### src/rtl/ccp_pkg.sv
package ccp_pkg;

   // Class of the value seen on the key register write port
   typedef enum logic [1:0] {
      KC_NONE = 2'd0,
      KC_PROT = 2'd1,
      KC_SPM  = 2'd2,
      KC_BAD  = 2'd3
   } key_class_e;

   // Window index used in the per-function arrays
   localparam int FN_PROT = 0;
   localparam int FN_SPM  = 1;
   localparam int FN_NUM  = 2;

endpackage

### src/rtl/ccp_key_decode.sv
module ccp_key_decode
   import ccp_pkg::*;
#(
   parameter int                DATA_W   = 8,
   parameter logic [DATA_W-1:0] KEY_PROT = 8'hD8,
   parameter logic [DATA_W-1:0] KEY_SPM  = 8'hE7
) (
   input  logic              wr_en,
   input  logic [DATA_W-1:0] wr_data,
   output key_class_e        kclass
);

   always_comb begin
      if (!wr_en)
         kclass = KC_NONE;
      else if (wr_data == KEY_PROT)
         kclass = KC_PROT;
      else if (wr_data == KEY_SPM)
         kclass = KC_SPM;
      else
         kclass = KC_BAD;
   end

endmodule

### src/rtl/ccp_window.sv
module ccp_window #(
   parameter int WIN_LEN = 4
) (
   input  logic clk,
   input  logic rst_n,
   input  logic kill,
   input  logic load,
   input  logic consume,
   input  logic tick,
   output logic active
);

   localparam int CNT_W = $clog2(WIN_LEN + 1);
   localparam logic [CNT_W-1:0] CNT_FULL = CNT_W'(WIN_LEN);

   logic [CNT_W-1:0] cnt_q;
   logic [CNT_W-1:0] cnt_d;

   assign active = (cnt_q != '0);

   // Order of precedence: bad key, own key, consuming write, retire
   always_comb begin
      cnt_d = cnt_q;
      if (kill)
         cnt_d = '0;
      else if (load)
         cnt_d = CNT_FULL;
      else if (consume)
         cnt_d = '0;
      else if (tick && active)
         cnt_d = cnt_q - 1'b1;
   end

   always_ff @(posedge clk or negedge rst_n) begin
      if (!rst_n)
         cnt_q <= '0;
      else
         cnt_q <= cnt_d;
   end

endmodule

### src/rtl/ccp_unit.sv
module ccp_unit
   import ccp_pkg::*;
#(
   parameter int                DATA_W   = 8,
   parameter int                WIN_LEN  = 4,
   parameter logic [DATA_W-1:0] KEY_PROT = 8'hD8,
   parameter logic [DATA_W-1:0] KEY_SPM  = 8'hE7,
   parameter bit                REG_VIOL = 1'b1
) (
   input  logic              clk,
   input  logic              rst_n,
   input  logic              wr_en,
   input  logic [DATA_W-1:0] wr_data,
   output logic [DATA_W-1:0] rd_data,
   input  logic              retire,
   input  logic              prot_wr,
   input  logic              flash_hi_wr,
   output logic              prot_allow,
   output logic              spm_armed,
   output logic              prog_start,
   output logic              irq_hold,
   output logic              violation
);

   // Elaboration-time parameter checks
   if (WIN_LEN < 1) begin : g_bad_len
      $error("ccp_unit: WIN_LEN must be at least 1");
   end
   if (DATA_W < FN_NUM) begin : g_bad_width
      $error("ccp_unit: DATA_W too narrow for the status bits");
   end
   if (KEY_PROT == KEY_SPM) begin : g_bad_keys
      $error("ccp_unit: the two keys must differ");
   end

   key_class_e        kclass;
   logic [FN_NUM-1:0] win_load;
   logic [FN_NUM-1:0] win_use;
   logic [FN_NUM-1:0] win_act;
   logic              win_kill;
   logic              viol_now;

   ccp_key_decode #(
      .DATA_W   (DATA_W),
      .KEY_PROT (KEY_PROT),
      .KEY_SPM  (KEY_SPM)
   ) u_dec (
      .wr_en   (wr_en),
      .wr_data (wr_data),
      .kclass  (kclass)
   );

   assign win_kill          = (kclass == KC_BAD);
   assign win_load[FN_PROT] = (kclass == KC_PROT);
   assign win_load[FN_SPM]  = (kclass == KC_SPM);
   assign win_use[FN_PROT]  = prot_wr;
   assign win_use[FN_SPM]   = flash_hi_wr;

   for (genvar g = 0; g < FN_NUM; g++) begin : g_win
      ccp_window #(
         .WIN_LEN (WIN_LEN)
      ) u_win (
         .clk     (clk),
         .rst_n   (rst_n),
         .kill    (win_kill),
         .load    (win_load[g]),
         .consume (win_use[g]),
         .tick    (retire),
         .active  (win_act[g])
      );
   end

   assign prot_allow = win_act[FN_PROT];
   assign spm_armed  = win_act[FN_SPM];
   assign prog_start = flash_hi_wr & win_act[FN_SPM];
   assign irq_hold   = |win_act;

   always_comb begin
      rd_data             = '0;
      rd_data[FN_NUM-1:0] = win_act;
   end

   assign viol_now = (prot_wr & ~win_act[FN_PROT]) |
                     (flash_hi_wr & ~win_act[FN_SPM]);

   if (REG_VIOL) begin : g_viol_reg
      logic viol_q;
      always_ff @(posedge clk or negedge rst_n) begin
         if (!rst_n)
            viol_q <= 1'b0;
         else
            viol_q <= viol_now;
      end
      assign violation = viol_q;
   end else begin : g_viol_comb
      assign violation = viol_now;
   end

endmodule

### config.mk
export PLATFORM = sky130hd
export DESIGN_NAME = ccp_unit
export DESIGN_NICKNAME = d
export VERILOG_FILES = /design/src/rtl/ccp_pkg.sv /design/src/rtl/ccp_key_decode.sv /design/src/rtl/ccp_window.sv /design/src/rtl/ccp_unit.sv
export SDC_FILE = /design/constraint.sdc
export NUM_CORES = 1
export LEC_CHECK = 0
export ABC_AREA = 1
export BUFFER_PORTS_ARGS = -buffer_cell sky130_fd_sc_hd__buf_2
export CORE_ASPECT_RATIO = 0.9
export CORE_MARGIN = 5
export CORE_UTILIZATION = 40
export DETAILED_ROUTE_END_ITERATION = 7
export HOLD_SLACK_MARGIN = 0.02
export PLACE_DENSITY = 0.78
export SYNTH_ARGS = -nofsm -noshare
export SYNTH_HDL_FRONTEND = slang
export SYNTH_SLANG_ARGS = --single-unit
### constraint.sdc
create_clock -name clk -period 3.08 [get_ports clk]
set_input_delay 0.616 -clock clk [delete_from_list [all_inputs] [get_ports clk]]
set_output_delay 0.616 -clock clk [all_outputs]
set_load 0.03 [all_outputs]
# == Word-level counts from Yosys, hierarchy flattened ==
# Index checks and enable logic that the tools add are counted.
# totals
register_bits,7
input_bits,14
out_inout_bits,13
elab_cells,34
# op_classes
addsub,2
eq_ne,5
n_mux,11
bitwise_logic,6
n_reduce_logical,7
# ops
op,n
two-way mux 3 bit,8
"equality test 8 bit, second input constant",2
nonzero test 4 bit,2
nonzero test 3 bit,2
"subtractor 3 x 1 -> 3 bit, second input constant",2
"equality test 2 bit, second input constant",2
two-way mux 2 bit,2
bitwise AND 1 bit,3
"equality test 2 x 1 -> 1 bit, second input constant",1
logical AND 1 bit,2
NOT 1 bit,2
OR reduction 2 bit,1
two-way mux 1 bit,1
bitwise OR 1 bit,1

# == Logic depth before layout (Yosys ltp) ==
# Gate-level depths: netlist of run 1.
# logic_depth
depth_word,7
mapped_depth,9
mapped_depth_nobuf,9

# == Modules after synthesis ==
# Synthesis of run 1 repeated with hierarchy kept, for this count alone.
# unflattened
hier_cells,95
hier_area_um2,611.8
# modules_own_cells
mod,instances,cells_per_inst,area_per_inst_um2,seq_area_each_um2
ccp_window,2,26,197.7,75.1
ccp_unit,1,24,141.4,25.0
ccp_key_decode,1,19,75.1,0.0

# == Worst setup path after synthesis of run 1 ==
# No wires, ideal clock.
# synth_path
path_type,reg2out
startpoint,reg g_win[1].u_win.cnt_q[0]
endpoint,out prog_start
arrival_ns,1.411
required_time_ns,2.464
path_slack_ns,1.053
stages_incl_launch_ff,6
path_buffers,0
path_cell_list,dfrtp_1 inv_1 ha_1 nand2_1 inv_1 nor2_1
# synth_via
elab_chain_len,2
# synth_rtl
element,line,rtl
from (decl),ccp_window.sv:16,logic [CNT_W-1:0] cnt_q;
from (signal assigned),ccp_window.sv:38,cnt_q <= cnt_d;
nonzero test 3 bit,ccp_window.sv:19,assign active = (cnt_q != '0);
via spm_armed,ccp_unit.sv:19,"output logic spm_armed,"
bitwise AND 1 bit,ccp_unit.sv:75,assign prog_start = flash_hi_wr & win_act[FN_SPM];
to (decl),ccp_unit.sv:20,"output logic prog_start,"
# The timed path passes the listed nets, and every way through them passes these cells.

# == Worst setup path in the final report of run 1 ==
# layout_path
startpoint,reg g_win[1].u_win.cnt_q[0]
endpoint,out prog_start
# layout_via
elab_chain_len,2
# layout_rtl
element,line
nonzero test 3 bit,ccp_window.sv:19
bitwise AND 1 bit,ccp_unit.sv:75
# No other way between the ends.

==> impl_metrics.py, run 1 <==
metrics = {
    "worst_setup_path": {
        "critPathTopFamily": "buffers and inverters",
        "cpMostUsedCell": "inv_1",
        "worstSetupPathType": "reg -> out",
        "cp_cell_sequence": "inv_1 > ha_1 > nand2_1 > inv_1 > nor2_1 > buf_2",
        "cp.required_ns": 2.46,
        "slowest_delay_ns": 0.34,
        "cp_num_buf_inv": 3,
        "r2r_setup_slack_ns": 1.74,
        "crit_path_start_kind": "flop",
        "cp.arrival_ns": 1.41,
        "crit_slowest_cell": "dfrtp_1",
        "end_kind": "primary output",
        "worstPathMaxFanout": 7,
    },
    "layout": {
        "stdcell_count": 121,
        "drive_gt1_share_pct": 28.30,
        "layout.nets": 125,
        "area_delta_synth_final_pct": 17.80,
        "multiInputGateArea_um2": 332.8,
        "antenna_cells": 0,
        "regArea_um2": 175.2,
        "fillCellCount": 141,
    },
    "global_routing": {
        "grt_antenna_before_repair": 0,
        "first_global_vias": 509,
        "grt_overflow": 0,
        "track_usage_pct": 10.38,
        "grt_pass1_wl_um": 1856,
        "grt_max_degree": 8,
    },
    "clocking": {
        "cts.sinks": 7,
        "ctsResizeCount": 0,
        "post-cts-setup-buffers": 0,
        "clock_latency_ns": 0.24,
        "cts_inserted_buffers": 3,
        "htree_levels": 1,
        "tritoncts": "built",
        "clock_path_buffers": 2,
        "ctsHoldBuffers": 0,
        "clkTransAtPathRegs_ns": 0.05,
        "cts_root_buf": "clkbuf_4",
    },
    "timing": {
        "period_needed_ns": 2.021,
        "hold_viol": 0,
        "setup_ws_ns": 1.059,
        "fin_hold_ws_ns": 0.1936,
        "fin_crit_sh_pct": 65.63,
        "finalMaxSlewViolations": 0,
        "fmax_ghz": 0.4947,
        "setup_viol": 0,
        "grt_setup_unrepaired": "no",
        "finClkSkew_ns": 0.002152,
        "tns_ns": 0,
    },
    "placed_design": {
        "port_buffers": 20,
        "gp_congestion": 0.7470,
        "post-place-ws_ns": 1.310,
        "dp.cells": 117,
        "dpl.hpwl_um": 987.7,
    },
    "logic_synthesis": {
        "postSynthAreaPerCell_um2": 6.948,
        "synthDistinctLibCells": 20,
        "ys_ff_latch": 7,
        "postSynthCellCount": 85,
        "synthFlopType": "dfrtp_1",
        "ys_seq_area_share_pct": 29.66,
        "netlist_area_um2": 590.6,
        "synth_edf_count": 0,
        "async_flop_share_pct": 100.0,
        "yosysWarnings": 0,
    },
    "drt": {
        "dr.pass1.iters": 4,
        "ant_nets": 0,
        "via_per_inst": 4.645,
        "wl_per_cell_um": 9.314,
        "drt_iter0_drc": 19,
        "routed_wl_um": 1127,
        "vias": 562,
        "route.detailed.drc": 0,
    },
    "pwr": {
        "ir_drop_v": 0.0001699,
        "power.density_nw_per_um2": 370.4,
        "power.leakage_nw": 0.3839,
    },
    "floorplanning": {
        "rows": 13,
        "io_pins": 27,
        "coreArea_um2": 1415,
        "die_h_um": 46.45,
        "initial_core_util_pct": 41.73,
        "dieArea_um2": 2346,
        "die_w_um": 50.50,
    },
    "run_status": {
        "status": "finished clean",
    },
    "flow_run": {
        "drv_cap": 0,
    },
    "hold_path": {
        "hold_path.class": "in -> async",
    },
}
## worst reg2reg max path: cells and delay by family, from the launching register on
kind	cells	cell delay, ns
flops	1	0.34
fa+ha+maj	1	0.21
simple gates	2	0.38
buf+inv	1	0.07
compound gates	2	0.26
## logic make-up after synthesis
family / count (synthesis) / synth area share [%]
compound gates: 6 / 5.933
fa+ha+maj: 4 / 8.475
simple gates: 47 / 36.65
other cells: 1 / 0.6350
flops: 7 / 29.66
xor+xnor: 1 / 1.483
buf+inv: 19 / 17.16
## registers in the layout (all words and copies together), names as in the netlist
name,count
violation,1
g_win.u_win.cnt_q,6
## cells in the final DEF (no fill, tap or decap)
cell	instances
nand2_1	24
buf_2	20
inv_1	10
nor2_1	9
nand3_1	7
dfrtp_1	7
conb_1	6
ha_1	4
clkbuf_4	3
nand2_4	2
a21oi_1	2
o21ai_0	2
inv_2	1
o22ai_1	1
xnor2_1	1
and2_1	1
nor3_2	1
nand4_1	1
or2_1	1
a21oi_2	1
or2_2	1
clkinv_2	1
## cell usage after synthesis, drive strengths merged (2+ instances only)
cell type	count	area [µm²]
a21oi	3	18.77
buf	8	60.06
dfrtp	7	175.2
ha	4	50.05
inv	11	41.29
nand2	26	112.6
nand3	7	35.03
nor2	9	33.78
o21ai	2	10.01
or2	2	12.52
## per-stage QoR
step / util (%) / power, W / area, µm²
after floorplan: - / 0.0001638 / 609.3
after global placement: 47.21 / 0.0001782 / 668.1
after detailed placement: 47.21 / 0.0001792 / 668.1
after CTS: 49.16 / 0.0002606 / 695.7
after global routing: 49.16 / 0.0002753 / 695.7
final: 49.16 / 0.0002577 / 695.7
## cell type report
type                            count  share of cell area (%)
Multi-Input combinational cell     64                   47.84
Sequential cell                     7                   25.18
Timing Repair Buffer               20                   14.39
Inverter                           11                   5.935
Clock buffer                        3                   3.237
Tap cell                           15                   2.698
Clock inverter                      1                  0.7194
## per-layer routing
metal / vias up / global-route usage, % / share of wire [%]
met3: 0 / 4.531 / 11
met2: 21 / 18.07 / 48
met1: 249 / 10.92 / 41
li1: 292 / - / -
met5: - / 0 / 0
met4: 0 / 4.592 / 0
## report_power, final
part	switching, W	leakage (nW)	total (W)	internal, W
clock network	0.0000326	0.0177	0.0000798	0.0000473
logic	0.0000558	0.273	0.0000797	0.0000239
registers	0.00000245	0.0934	0.0000982	0.0000957
## worst paths after layout
kind | depth (start not counted) | endpoint | from
setup / recovery | 6 | prog_start | g_win[1].u_win.cnt_q[0]
hold / removal | 1 | g_win[0].u_win.cnt_q[1] | rst_n
setup reg to reg | 6 | g_win[1].u_win.cnt_q[2] | g_win[1].u_win.cnt_q[0]
hold reg to reg | 2 | g_win[1].u_win.cnt_q[0] | g_win[1].u_win.cnt_q[0]
max in group asynchronous | 1 | g_win[0].u_win.cnt_q[0] | rst_n
min in group clk | 2 | g_win[1].u_win.cnt_q[0] | g_win[1].u_win.cnt_q[0]
Power figures use the tool's default switching activity.
==> run 2: changes to the inputs <==
--- a/config.mk
+++ b/config.mk
@@ -12,7 +12,7 @@
 export CORE_UTILIZATION = 40
 export DETAILED_ROUTE_END_ITERATION = 7
 export HOLD_SLACK_MARGIN = 0.02
-export PLACE_DENSITY = 0.78
+export PLACE_DENSITY = 0.81
 export SYNTH_ARGS = -nofsm -noshare
 export SYNTH_HDL_FRONTEND = slang
 export SYNTH_SLANG_ARGS = --single-unit
==> constraint.sdc (replaced) <==
create_clock -name clk -period 1.75 [get_ports clk]
set_input_delay 0.35 -clock clk [delete_from_list [all_inputs] [get_ports clk]]
set_output_delay 0.35 -clock clk [all_outputs]
set_load 0.03 [all_outputs]
==> run 2 against run 1 <==
Clock-buffer cell count rose by 1. Sequential power rose by 76%. Register-to-register slack got worse by 1.4 ns. Core utilization rose by 2.7 points. Worst setup slack got worse by 0.99 ns. Combinational power rose by 79%. Worst hold slack improved by 0.23 ns. Clock skew barely moved. Routed wire length rose by 10%. Global-route usage rose by 0.083 points. Design area rose by 5.6%. Sequential cell count did not move. Critical path type unchanged.
==> impl_metrics.py, run 2 (synthesis gave the netlist of run 1 again) <==
metrics = {
    "global_routing": {
        "track_usage_pct": 10.47,
        "grt_util_met3_pct": 3.236,
        "grt_pass1_wl_um": 1835,
        "gr-usage-met1_pct": 13.50,
        "busiest_layer": "met2",
        "grt_util_met2_pct": 15.35,
        "grt_overflow": 0,
        "grt_max_degree": 8,
        "grt_antenna_before_repair": 0,
        "first_global_vias": 467,
    },
    "worst_setup_path": {
        "worstSetupStartpoint": "g_win[1].u_win.cnt_q[0]",
        "cp.arrival_ns": 1.33,
        "cp.required_ns": 1.40,
        "crit_path_start_kind": "flop",
        "worstSetupPathType": "reg -> out",
        "slowest_delay_ns": 0.36,
        "crit-reg2reg-launch": "g_win[1].u_win.cnt_q[0]",
        "worstPathMaxFanout": 7,
        "cp_cell_sequence": "inv_2 > ha_1 > nand2_2 > inv_1 > nand3_1 > buf_2",
        "end_kind": "primary output",
        "crit_slowest_cell": "dfrtp_1",
    },
    "drt": {
        "dr.pass1.iters": 6,
        "wl_per_cell_um": 9.944,
        "ant_nets": 0,
        "drt_iter0_drc": 15,
        "routed_wl_um": 1243,
        "vias": 572,
        "route.detailed.drc": 0,
        "via_per_inst": 4.576,
    },
    "placed_design": {
        "gp_congestion": 0.7237,
        "dp.cells": 117,
        "dpl.hpwl_um": 1007,
        "post-place-ws_ns": 0.2483,
        "port_buffers": 20,
    },
    "layout": {
        "area_delta_synth_final_pct": 24.36,
        "layout.nets": 129,
        "postLayoutCoreUtil_pct": 51.90,
        "final_common_cell": "nand2_1",
        "largest_register": "g_win.u_win.cnt_q",
        "largest_reg_flops": 6,
        "stdcell_count": 125,
        "antenna_cells": 0,
        "drive_gt1_share_pct": 31.82,
        "final_cell_mix": "nand2_1 (23), buf_2 (19), inv_1 (9)",
    },
    "timing": {
        "finalMaxSlewViolations": 0,
        "hold_viol": 0,
        "finClkSkew_ns": 0.001781,
        "grt_setup_unrepaired": "no",
        "setup_ws_ns": 0.07267,
        "fmax_ghz": 0.5962,
        "fin_crit_sh_pct": 95.85,
        "setup_viol": 0,
        "period_needed_ns": 1.677,
        "tns_ns": 0,
        "fin_hold_ws_ns": 0.4250,
    },
    "floorplanning": {
        "die_h_um": 46.45,
        "io_pins": 27,
        "die_w_um": 50.50,
        "dieArea_um2": 2346,
        "rows": 13,
        "initial_core_util_pct": 41.73,
        "coreArea_um2": 1415,
    },
    "clocking": {
        "clock_latency_ns": 0.24,
        "clkTransAtPathRegs_ns": 0.05,
        "htree_levels": 1,
        "cts.sinks": 7,
        "tritoncts": "built",
        "cts_root_buf": "clkbuf_4",
        "cts_inserted_buffers": 3,
        "clock_path_buffers": 2,
    },
    "run_status": {
        "status": "finished clean",
    },
    "pwr": {
        "power.leakage_nw": 0.4011,
        "power.density_nw_per_um2": 622.0,
        "ir_drop_v": 0.0002260,
    },
    "hold_path": {
        "hold_path.class": "in -> reg",
        "hp-start": "flash_hi_wr",
    },
    "flow_run": {
        "drv_cap": 0,
    },
}
run 2: per-stage QoR:
step / total power, W / area [µm²]
6_report: 0.0004569 / 734.5
5_1_grt: 0.0004897 / 734.5
4_1_cts: 0.0004643 / 709.4
3_5_place_dp: 0.0003168 / 670.6
3_3_place_gp: 0.0003138 / 670.6
2_1_floorplan: 0.0002886 / 611.8
run 2: power breakdown:
group | leakage [nW] | internal (W) | switching [W] | total [W]
logic | 0.293 | 0.0000440 | 0.0000991 | 0.000143
registers | 0.0934 | 0.000169 | 0.00000464 | 0.000173
clock network | 0.0150 | 0.0000866 | 0.0000538 | 0.000140
total | 0.401 | 0.000299 | 0.000158 | 0.000457
run 2: critical path, delay by kind of cell, from the launching register on:
kind	cells	cell delay [ns]
flops	1	0.36
fa+ha+maj	1	0.21
buf+inv	3	0.33
simple gates	2	0.18
run 2: area by class of cell:
class / instances / area (µm²)
Fill cell: 140 / 680.7
Multi-Input combinational cell: 64 / 337.8
Clock buffer: 4 / 26.28
Tap cell: 15 / 18.77
Sequential cell: 7 / 175.2
Inverter: 11 / 41.29
Timing Repair Buffer: 24 / 135.1
run 2: final timing paths:
path	to	slack, ns	depth (start not counted)
setup reg to reg	g_win[1].u_win.cnt_q[2]	0.38	6
hold / removal	g_win[1].u_win.cnt_q[1]	0.43	4
setup / recovery	irq_hold	0.07	6
hold reg to reg	g_win[0].u_win.cnt_q[1]	0.55	2
min in group asynchronous	g_win[0].u_win.cnt_q[2]	0.47	2
max in group asynchronous	g_win[0].u_win.cnt_q[0]	1.12	2
run 2: timing repair:
item | CTS | global route
pin swaps | 0 | 1
hold buffers | 1 | 0
setup buffers | 0 | 3
hold endpoints to repair | 7 | 0
setup endpoints to repair | 2 | 2
gates cloned | 0 | 0
gates resized for setup | 1 | 3
run 2: metal layers:
metal / vias up / routed length, µm
li1: 300 / -
met1: 247 / 559
met2: 25 / 572
met3: 0 / 111
met4: 0 / 0
met5: - / 0
==> run 3: changes to the inputs <==
==> constraint.sdc (replaced) <==
create_clock -name clk -period 1.75 [get_ports clk]
set_input_delay 0 -clock clk [delete_from_list [all_inputs] [get_ports clk]]
set_output_delay 0 -clock clk [all_outputs]
set_load 0.03 [all_outputs]
==> run 3 against run 2 <==
Sequential cell count stayed put. Sequential share of layout area is 1.0 points higher. Die area stayed put. Total power is 0.83% higher. Non-clock buffer count is 3 lower.
==> impl_metrics.py, run 3 (synthesis gave the netlist of run 1 again) <==
metrics = {
    "run_status": {
        "status": "finished clean",
    },
    "floorplanning": {
        "die_h_um": 46.45,
        "die_w_um": 50.50,
        "coreArea_um2": 1415,
        "io_pins": 27,
        "rows": 13,
        "dieArea_um2": 2346,
        "initial_core_util_pct": 41.73,
    },
    "hold_path": {
        "hp-start": "flash_hi_wr",
        "hold_path.class": "in -> reg",
    },
    "pwr": {
        "power.density_nw_per_um2": 653.9,
        "ir_drop_v": 0.0003040,
        "power.leakage_nw": 0.3854,
    },
    "drt": {
        "route.met3.wl_um": 99,
        "routed_wl_um": 1268,
        "dr.pass1.iters": 4,
        "vias": 574,
        "top_layer": "met3",
        "route.detailed.drc": 0,
        "wl_met1_um": 552,
        "via_per_inst": 4.705,
        "drt_iter0_drc": 11,
        "dr_wl_met2_um": 616,
        "ant_nets": 0,
        "wl_per_cell_um": 10.39,
    },
    "layout": {
        "final_cell_mix": "nand2_1 (24), buf_2 (20), inv_1 (10)",
        "area_delta_synth_final_pct": 19.28,
        "layout.nets": 126,
        "largest_register": "g_win.u_win.cnt_q",
        "largest_reg_flops": 6,
        "stdcell_count": 122,
        "final_common_cell": "nand2_1",
        "drive_gt1_share_pct": 27.10,
        "antenna_cells": 0,
    },
    "placed_design": {
        "gp_congestion": 0.7337,
        "dp.cells": 117,
        "port_buffers": 20,
        "post-place-ws_ns": 0.4662,
        "dpl.hpwl_um": 1067,
    },
    "worst_setup_path": {
        "crit-reg2reg-launch": "g_win[1].u_win.cnt_q[0]",
        "worstSetupStartpoint": "g_win[1].u_win.cnt_q[0]",
        "cp_cell_sequence": "inv_1 > ha_1 > nand2_1 > inv_1 > nor2_1 > buf_2",
        "worstSetupPathType": "reg -> out",
        "slowest_delay_ns": 0.34,
        "crit_path_start_kind": "flop",
        "cpMostUsedCell": "inv_1",
        "end_kind": "primary output",
        "crit_slowest_cell": "dfrtp_1",
        "critPathTopFamily": "buffers and inverters",
        "worstPathMaxFanout": 7,
        "cp_num_buf_inv": 3,
        "cp.required_ns": 1.75,
        "cp.arrival_ns": 1.42,
    },
    "timing": {
        "fmax_ghz": 0.7023,
        "tns_ns": 0,
        "grt_setup_unrepaired": "no",
        "finClkSkew_ns": 0.001879,
        "setup_viol": 0,
        "setup_ws_ns": 0.3261,
        "finalMaxSlewViolations": 0,
        "fin_hold_ws_ns": 0.07306,
        "hold_viol": 0,
        "fin_crit_sh_pct": 81.36,
        "period_needed_ns": 1.424,
    },
    "clocking": {
        "htree_levels": 1,
        "clkTransAtPathRegs_ns": 0.05,
        "post-cts-setup-buffers": 0,
        "ctsResizeCount": 0,
        "cts.sinks": 7,
        "cts_root_buf": "clkbuf_4",
        "tritoncts": "built",
        "clock_path_buffers": 2,
        "cts_inserted_buffers": 3,
        "ctsHoldBuffers": 1,
        "clock_latency_ns": 0.25,
    },
    "global_routing": {
        "track_usage_pct": 11.21,
        "grt_overflow": 0,
        "grt_max_degree": 8,
        "grt_pass1_wl_um": 1973,
        "first_global_vias": 525,
        "grt_antenna_before_repair": 0,
    },
    "flow_run": {
        "drv_cap": 0,
    },
}
run 3: path summary, 6_finish.rpt:
| check | endpoint | slack (ns) | cells after the start |
|---|---|---|---|
| setup reg to reg | g_win[1].u_win.cnt_q[2] | 0.46 | 6 |
| min in group asynchronous | g_win[1].u_win.cnt_q[1] | 0.11 | 2 |
| hold reg to reg | g_win[1].u_win.cnt_q[0] | 0.53 | 2 |
| max in group asynchronous | g_win[0].u_win.cnt_q[0] | 1.49 | 2 |
| setup / recovery | prog_start | 0.33 | 6 |
| hold / removal | g_win[1].u_win.cnt_q[1] | 0.07 | 4 |
run 3: layout make-up:
class	instances	area, µm²
clock buffers	4	26.28
fillers	143	710.7
inverters	11	41.29
multi-input cells	64	332.8
flip-flops and latches	7	175.2
well taps	15	18.77
repair buffers	21	110.1
run 3: routing by layer:
layer	track usage (%)	vias to the layer above
li1	-	292
met1	12.30	261
met2	19.55	21
met3	5.178	0
met4	3.061	0
met5	0	-
run 3: report_power, final:
| part | total, W | internal (W) | switching (W) |
|---|---|---|---|
| clock | 0.000145 | 0.0000869 | 0.0000579 |
| sequential | 0.000173 | 0.000169 | 0.00000438 |
| combinational | 0.000143 | 0.0000435 | 0.0000992 |
| total | 0.000461 | 0.000299 | 0.000162 |
run 3: worst register-to-register path, cell delays in order, from the launching register on:
cell and delay, ns:
dfrtp_1 0.34, inv_1 0.07, ha_1 0.21, or2_2 0.28, o21ai_0 0.14, nand3_1 0.09
o21ai_0 0.07
run 3: through the flow:
step | area, µm² | utilization (%) | power (W)
6_report | 704.4 | 49.78 | 0.0004607
5_1_grt | 704.4 | 49.78 | 0.0004866
4_1_cts | 704.4 | 49.78 | 0.0004648
3_5_place_dp | 668.1 | 47.21 | 0.0003163
3_3_place_gp | 668.1 | 47.21 | 0.0003134
2_1_floorplan | 609.3 | - | 0.0002884
